### src/rtl/dlos_pkg.sv
package dlos_pkg;

  typedef enum logic {
    ST_CLEAR = 1'b0,
    ST_LOST  = 1'b1
  } los_state_e;

  // saturating increment: never exceeds cap
  function automatic int unsigned sat_inc(int unsigned v, int unsigned cap);
    return (v >= cap) ? cap : v + 1;
  endfunction

  // density test: enough marks in the window
  function automatic logic density_met(int unsigned ones, int unsigned min_ones);
    return ones >= min_ones;
  endfunction

  // run length reaching a limit
  function automatic logic run_reached(int unsigned run, int unsigned lim);
    return run >= lim;
  endfunction

endpackage

### src/rtl/dlos_zero_run.sv
module dlos_zero_run
  import dlos_pkg::*;
#(
  parameter int unsigned SET_RUN = 100,
  localparam int unsigned CW = $clog2(SET_RUN + 1)
) (
  input  logic          clk,
  input  logic          rst_n,
  input  logic          bit_vld,
  input  logic          bit_in,
  output logic [CW-1:0] zrun_cnt,
  output logic          run_hit
);

  logic [CW-1:0] zrun_q;
  logic [CW-1:0] zrun_inc;

  always_comb begin
    zrun_inc = CW'(sat_inc(32'(zrun_q), SET_RUN));
    run_hit  = bit_vld && !bit_in && run_reached(32'(zrun_inc), SET_RUN);
  end

  always_ff @(posedge clk) begin
    if (!rst_n) begin
      zrun_q <= '0;
    end else if (bit_vld) begin
      zrun_q <= bit_in ? '0 : zrun_inc;
    end
  end

  assign zrun_cnt = zrun_q;

endmodule

### src/rtl/dlos_clear_window.sv
module dlos_clear_window
  import dlos_pkg::*;
#(
  parameter int unsigned WIN_LEN     = 100,
  parameter int unsigned MIN_ONES    = 13,
  parameter int unsigned STRICT_RUN  = 15,
  parameter bit          HAS_STRICT  = 1'b1,
  localparam int unsigned PW = $clog2(WIN_LEN),
  localparam int unsigned OW = $clog2(WIN_LEN + 1),
  localparam int unsigned RW = $clog2(STRICT_RUN + 1)
) (
  input  logic clk,
  input  logic rst_n,
  input  logic armed,
  input  logic bit_vld,
  input  logic bit_in,
  input  logic strict_en,
  output logic win_end,
  output logic win_pass
);

  logic [PW-1:0] pos_q;
  logic [OW-1:0] ones_q, ones_nxt;
  logic          take, last;
  logic          strict_fail;

  assign take     = armed && bit_vld;
  assign last     = take && (pos_q == PW'(WIN_LEN - 1));
  assign ones_nxt = ones_q + OW'(bit_in);

  generate
    if (HAS_STRICT) begin : g_strict
      logic [RW-1:0] run_q, run_nxt;
      logic          bad_q, bad_nxt;

      always_comb begin
        run_nxt = bit_in ? '0 : RW'(sat_inc(32'(run_q), STRICT_RUN));
        bad_nxt = bad_q || run_reached(32'(run_nxt), STRICT_RUN);
      end

      always_ff @(posedge clk) begin
        if (!rst_n || !armed || last) begin
          run_q <= '0;
          bad_q <= 1'b0;
        end else if (take) begin
          run_q <= run_nxt;
          bad_q <= bad_nxt;
        end
      end

      assign strict_fail = strict_en && bad_nxt;
    end else begin : g_plain
      assign strict_fail = 1'b0;
    end
  endgenerate

  always_ff @(posedge clk) begin
    if (!rst_n || !armed || last) begin
      pos_q  <= '0;
      ones_q <= '0;
    end else if (take) begin
      pos_q  <= pos_q + 1'b1;
      ones_q <= ones_nxt;
    end
  end

  assign win_end  = last;
  assign win_pass = last && density_met(32'(ones_nxt), MIN_ONES) && !strict_fail;

endmodule

### src/rtl/dlos_stat_latch.sv
module dlos_stat_latch (
  input  logic clk,
  input  logic rst_n,
  input  logic set_evt,
  input  logic rd_evt,
  output logic stat
);

  always_ff @(posedge clk) begin
    if (!rst_n)       stat <= 1'b0;
    else if (set_evt) stat <= 1'b1;
    else if (rd_evt)  stat <= 1'b0;
  end

endmodule

### src/rtl/dlos_monitor.sv
module dlos_monitor
  import dlos_pkg::*;
#(
  parameter int unsigned SET_RUN    = 100,
  parameter int unsigned WIN_LEN    = 100,
  parameter int unsigned MIN_ONES   = 13,
  parameter int unsigned STRICT_RUN = 15,
  parameter bit          HAS_STRICT = 1'b1,
  localparam int unsigned CW = $clog2(SET_RUN + 1)
) (
  input  logic clk,
  input  logic rst_n,
  input  logic bit_vld,
  input  logic bit_in,
  input  logic strict_en,
  input  logic stat_rd,
  output logic los_live,
  output logic los_stat
);

  los_state_e    state_q;
  logic [CW-1:0] zrun_cnt;
  logic          run_hit;
  logic          declare_evt;
  logic          win_end_evt;
  logic          win_pass_evt;

  dlos_zero_run #(.SET_RUN(SET_RUN)) zrun_i (
    .clk      (clk),
    .rst_n    (rst_n),
    .bit_vld  (bit_vld),
    .bit_in   (bit_in),
    .zrun_cnt (zrun_cnt),
    .run_hit  (run_hit)
  );

  assign declare_evt = run_hit && (state_q == ST_CLEAR);

  dlos_clear_window #(
    .WIN_LEN    (WIN_LEN),
    .MIN_ONES   (MIN_ONES),
    .STRICT_RUN (STRICT_RUN),
    .HAS_STRICT (HAS_STRICT)
  ) win_i (
    .clk       (clk),
    .rst_n     (rst_n),
    .armed     (state_q == ST_LOST),
    .bit_vld   (bit_vld),
    .bit_in    (bit_in),
    .strict_en (strict_en),
    .win_end   (win_end_evt),
    .win_pass  (win_pass_evt)
  );

  always_ff @(posedge clk) begin
    if (!rst_n)            state_q <= ST_CLEAR;
    else if (declare_evt)  state_q <= ST_LOST;
    else if (win_pass_evt) state_q <= ST_CLEAR;
  end

  dlos_stat_latch stat_i (
    .clk     (clk),
    .rst_n   (rst_n),
    .set_evt (declare_evt),
    .rd_evt  (stat_rd),
    .stat    (los_stat)
  );

  assign los_live = (state_q == ST_LOST);

endmodule

### config.mk
export PLATFORM = sky130hd
export DESIGN_NAME = dlos_monitor
export DESIGN_NICKNAME = d
export VERILOG_FILES = /design/src/rtl/dlos_pkg.sv /design/src/rtl/dlos_zero_run.sv /design/src/rtl/dlos_clear_window.sv /design/src/rtl/dlos_stat_latch.sv /design/src/rtl/dlos_monitor.sv
export SDC_FILE = /design/constraint.sdc
export NUM_CORES = 1
export LEC_CHECK = 0
export BUFFER_PORTS_ARGS = -buffer_cell sky130_fd_sc_hd__buf_2
export CORE_MARGIN = 4
export CORE_UTILIZATION = 59
export CTS_CLUSTER_SIZE = 20
export DETAILED_ROUTE_END_ITERATION = 12
export HOLD_SLACK_MARGIN = 0.06
export PLACE_DENSITY = 0.77
export REMOVE_ABC_BUFFERS = 1
export SLEW_MARGIN = 30
export SYNTH_ARGS = -nofsm -noshare
export SYNTH_HDL_FRONTEND = slang
export SYNTH_SLANG_ARGS = --single-unit
export TNS_END_PERCENT = 30
### constraint.sdc
create_clock -name clk -period 2.2 [get_ports clk]
set_clock_uncertainty 0.2 [all_clocks]
set_input_delay 0.44 -clock clk [delete_from_list [all_inputs] [get_ports clk]]
set_output_delay 0.44 -clock clk [all_outputs]
set_load 0.02 [all_outputs]
# Word level (Yosys, flattened, before mapping)
# Cells that the tools add are included.
[totals]
regBits = 28
output_inout_bits = 2
[classes]
n_eq_ne = 1
add_sub_neg = 4
n_reduce_logical = 17
bitwise_logic = 1
order_cmp = 5
muxes = 8
[op_table]
columns = ["op", "n"]
rows = [
  ["7-bit by 1-bit adder with 7-bit output, second input constant", 2],
  ["7-bit greater-or-equal comparator, second input constant", 2],
  ["7-bit 2-to-1 mux", 2],
  ["4-bit greater-or-equal comparator, second input constant", 2],
  ["1-bit logical AND", 8],
  ["4-bit 2-to-1 mux", 2],
  ["7-bit by 1-bit adder with 7-bit output", 1],
  ["7-bit == test, second input constant", 1],
  ["7-bit by 4-bit greater-or-equal comparator with 1-bit output, second input constant", 1],
  ["4-bit by 1-bit adder with 4-bit output, second input constant", 1],
  ["1-bit zero test", 4],
  ["1-bit 2-to-1 mux", 4],
  ["2-bit nonzero test", 2],
  ["1-bit logical OR", 3],
  ["1-bit inverter", 1],
]

# Longest topological paths before layout
[logic_depth]
depth_word = 10
ltp_mapped = 8
ltp_nobuf = 7

# By module
# From an unflattened synthesis, not the netlist that was laid out.
[unflattened]
hier_cells = 187
hier_area_um2 = 1559.0
[by_module_without_submodules]
columns = ["module", "seq_area_each_um2", "area_per_inst_um2", "cells_per_inst", "instances"]
rows = [
  ["dlos_clear_window", 380.4, 1002.2, 120, 1],
  ["dlos_zero_run", 140.1, 475.5, 60, 1],
  ["dlos_stat_latch", 20.0, 41.3, 3, 1],
  ["dlos_monitor", 20.0, 40.0, 4, 1],
]

# Worst setup path after synthesis
# Ideal clock, no wire load.
[synth_timing]
path_kind = "input -> register"
start = "input bit_in"
end = "register state_q, in the netlist los_live"
path_stages = 8
arrival_time_ns = 1.599
setup_slack_ns = 0.276
required_ns = 1.875
path_cell_list = "ha_1 -> ha_1 -> clkbuf_1 -> and3b_1 -> o22a_1 -> o221ai_1 -> a21oi_1 -> o22ai_1"
[synth_between]
elab_chain_len = 7
[synth_lines]
columns = ["element", "line_no", "source"]
rows = [
  ["start, declared", "dlos_monitor.sv:14", "input logic bit_in,"],
  ["branches (longest 7 deep; another with 7-bit by 1-bit adder with 7-bit output)", "-", ""],
  ["end signal, assigned", "dlos_monitor.sv:56", "if (!rst_n) state_q <= ST_CLEAR;"],
  ["end signal, assigned", "dlos_monitor.sv:57", "else if (declare_evt) state_q <= ST_LOST;"],
  ["end signal, assigned", "dlos_monitor.sv:58", "else if (win_pass_evt) state_q <= ST_CLEAR;"],
  ["end, declared", "dlos_monitor.sv:21", "los_state_e state_q;"],
]
# Parallel ways; which one is timed is not known.
# A chain may end at the register's enable or synchronous reset.

# Worst setup path after layout
[layout_timing]
start = "register win_i.ones_q[0]"
end = "register state_q, in the netlist los_live"
[layout_between]
elab_chain_len = 5
[layout_lines]
columns = ["element", "line_no", "source"]
rows = [
  ["start, declared", "dlos_clear_window.sv:23", "logic [OW-1:0] ones_q, ones_nxt;"],
  ["start signal, assigned", "dlos_clear_window.sv:63", "ones_q <= ones_nxt;"],
  ["7-bit by 1-bit adder with 7-bit output", "dlos_clear_window.sv:29", "assign ones_nxt = ones_q + OW'(bit_in);"],
  ["7-bit by 4-bit greater-or-equal comparator with 1-bit output", "dlos_pkg.sv:15", "return ones >= min_ones;"],
  ["1-bit logical AND (2 in a row)", "dlos_clear_window.sv:68", "assign win_pass = last && density_met(32'(ones_nxt), MIN_ONES) && !strict_fail;"],
  ["2-bit nonzero test (no line)", "-", ""],
]
# Every way passes these cells.

==> results.cfg <==
[clock_tree]
cts_sinks = 28
htreeDepth = 1
cts_buffer_depth = 2
worstSkewPairLatency_ns = 0.31
numCtsBuffers = 3
cts_resized = 0
clock-root-buffer = clkbuf_4
post_cts_buffers = 0
holdBufCountCts = 0
cts_tree = yes
clkTransAtPathRegs_ns = 0.15

[route]
drc_errors = 0
wl_per_cell_um = 13.9
routed_wl_mm = 3.04
drtIter0Drc = 136
vias = 1304
drtPass1Iterations = 4
viasPerCell = 5.98
ant_nets = 0

[worst_hold_path]
hold_path_depth = 2
hold_end = zrun_i.zrun_cnt[5]
min_path_type = input port to flop
hold_start = rst_n

[place]
place_hpwl_mm = 2.25
port_buffers = 7
pre_cts_slack_ns = 0.0561
place_congestion = 0.921

[floorplanning]
fp.dieArea_mm2 = 0.00345
num_rows = 18
pin_count = 8
start_util_pct = 61.8
fp.dieW_um = 58.7
core_mm2 = 0.00245
die_h_um = 58.7

[sta]
rsz0062_at_grt = false
slew_headroom_pct = 78.1
tightest_slew_ns = 0.321
setup_ws_ns = 0.272
hold_viol = 0
slew_viol_final = 0
fin_crit_ns = 1.93
setup_viol = 0
fmax_mhz = 519
fin_tns_setup_ns = 0
layout_worst_path_cycle_share_pct = 87.7

[finish]
fillCellCount = 229
area_growth_pct = 4.86
drive_above_1_share_pct = 12.2
final_net_count = 202
antenna_cells = 0

[critical_path]
cp-end-kind = flop
path_cells = ha_1, ha_1, and3b_1, o22a_1, o221ai_1, a21oi_1, o22ai_1
max_stage_delay_ns = 0.37
cp_top_family = compound AO/OA/AOI/OAI gates
critPathMaxFanout = 9
timing.rr.end = los_live
path_buf_inv = 0
worstPathRequired_ns = 2.25
cp_common_cell = ha_1
startpoint = win_i.ones_q[0]
cp_slowest_cell = dfxtp_1
regToRegSetupSlack_ns = 0.27
startpoint_type = flop
reg2reg_depth = 7
r2r_start = win_i.ones_q[0]
crit_type = flop to flop
arrival_ns = 1.98

[synth]
synth_top_area_cell = dfxtp_1
synth_area_mm2 = 0.00152
synth.yosys.seq_area_share_pct = 36.9
ys_top_cells_by_area = dfxtp_1 37%, nor2_1 5.2%, a21oi_1 4.9%
synth_flop_cell = dfxtp_1
synth_cell_types = 46
synthCells = 184
yosys_register_bits = 28
synthArstFlopShare_pct = 0
synth_top_area_share_pct = 36.9
yosys_warnings = 0
synth_area_per_cell_um2 = 8.25
synth_edf_count = 0

[global_route]
antenna_found_initial = 0
grt_pass1_wl_mm = 5.18
gr-total-overflow = 0
grt_max_degree = 15
grt_usage_pct = 18.8
grt_pass1_vias = 1224

[power_and_ir_drop]
power_leakage_nw = 0.616
powerDensity_mw_per_mm2 = 468
irDropWorstVdd_mv = 0.344

[flow_run]
cap_violations = 0

[run_status]
status = finished clean
==> metal layers <==
layer / vias to the layer above / global-route usage (%) / part of all wire (%)
met5: - / 0 / 0
met2: 36 / 32.2 / 50
li1: 662 / - / -
met3: 4 / 2.41 / 4.7
met4: 0 / 6.47 / 0.99
met1: 602 / 24.1 / 44
==> final cells by class <==
cell class                 count  area [um2]  share of cell area, %
multi-input combinational    137         872                   54.8
sequential                    28         561                   35.2
tap                           30        37.5                   2.36
timing repair buffer          11        65.1                   4.09
inverter                       9        33.8                   2.12
clock buffer                   3        22.5                   1.42
==> cells in the final DEF (no fill, tap or decap), types with 3 or more instances in the layout <==
master    instances
dfxtp_1          28
nor2_1           21
nand2_1          16
a21oi_1          15
inv_1             9
nand3_1           7
xor2_1            7
buf_2             7
and3_1            6
ha_1              6
o21ai_0           5
a31oi_1           4
nor3_1            4
xnor2_1           4
buf_4             4
nand2b_1          3
o211ai_1          3
nand4_1           3
clkbuf_4          3
==> cell usage after synthesis, types with 2 or more instances <==
cell	instances
or3_1	2
xnor2_1	4
inv_1	9
nand3_1	7
o211ai_1	3
a31oi_1	4
buf_2	5
and3_2	2
xor2_1	7
nor2_1	21
ha_1	6
clkbuf_1	4
nand4_1	3
and3_1	6
nand2_1	16
o31ai_1	2
and2_1	2
nor3_1	4
o21ai_0	5
nand2b_1	3
nor4_1	2
a21oi_1	15
dfxtp_1	28
o21a_1	2
==> cells by family after synthesis <==
kind of cell | count (synthesis) | share of synthesized area (%)
flops | 28 | 36.9
buf+inv | 19 | 5.61
mux | 1 | 0.989
fa+ha+maj | 6 | 4.95
simple gates | 76 | 25.6
xor+xnor | 11 | 6.35
compound gates | 43 | 19.5
==> registers in the layout, indices dropped and copies added, names as in the netlist <==
signal / flops
win_i.ones_q: 7
win_i.g_strict.run_q: 4
win_i.g_strict.bad_q: 1
zrun_i.zrun_cnt: 7
win_i.pos_q: 7
los_live: 1
stat_i.stat: 1
==> worst max-delay path by stage <==
| stage | to | slack (ns) | cells after the start |
|---|---|---|---|
| 3_3_place_gp | los_live | 0.13 | 8 |
| 2_1_floorplan | los_live | 0.33 | 7 |
| 3_5_place_dp | los_live | 0.06 | 8 |
| 4_1_cts | los_live | 0.31 | 7 |
| 6_report | los_live | 0.27 | 7 |
| 5_1_grt | los_live | 0.18 | 7 |
==> where the power goes <==
group | internal [W] | switching [W] | total [W]
Combinational | 0.0000120 | 0.0000170 | 0.0000290
Clock | 0.0000640 | 0.000142 | 0.000206
Sequential | 0.000509 | 0.00000195 | 0.000511
Total | 0.000585 | 0.000161 | 0.000745
==> through the flow <==
step	area, um2	util (%)	total power (W)	std cells	hold WS [ns]
floorplan	1470	-	0.000538	174	0.226
global placement	1570	63.9	0.000549	215	0.236
detailed placement	1570	63.9	0.000550	215	0.242
CTS	1590	64.8	0.000750	218	0.147
global route	1590	64.8	0.000774	218	0.150
finish	1590	64.8	0.000745	218	0.152
No activity file was read; power rests on OpenSTA's default activity.
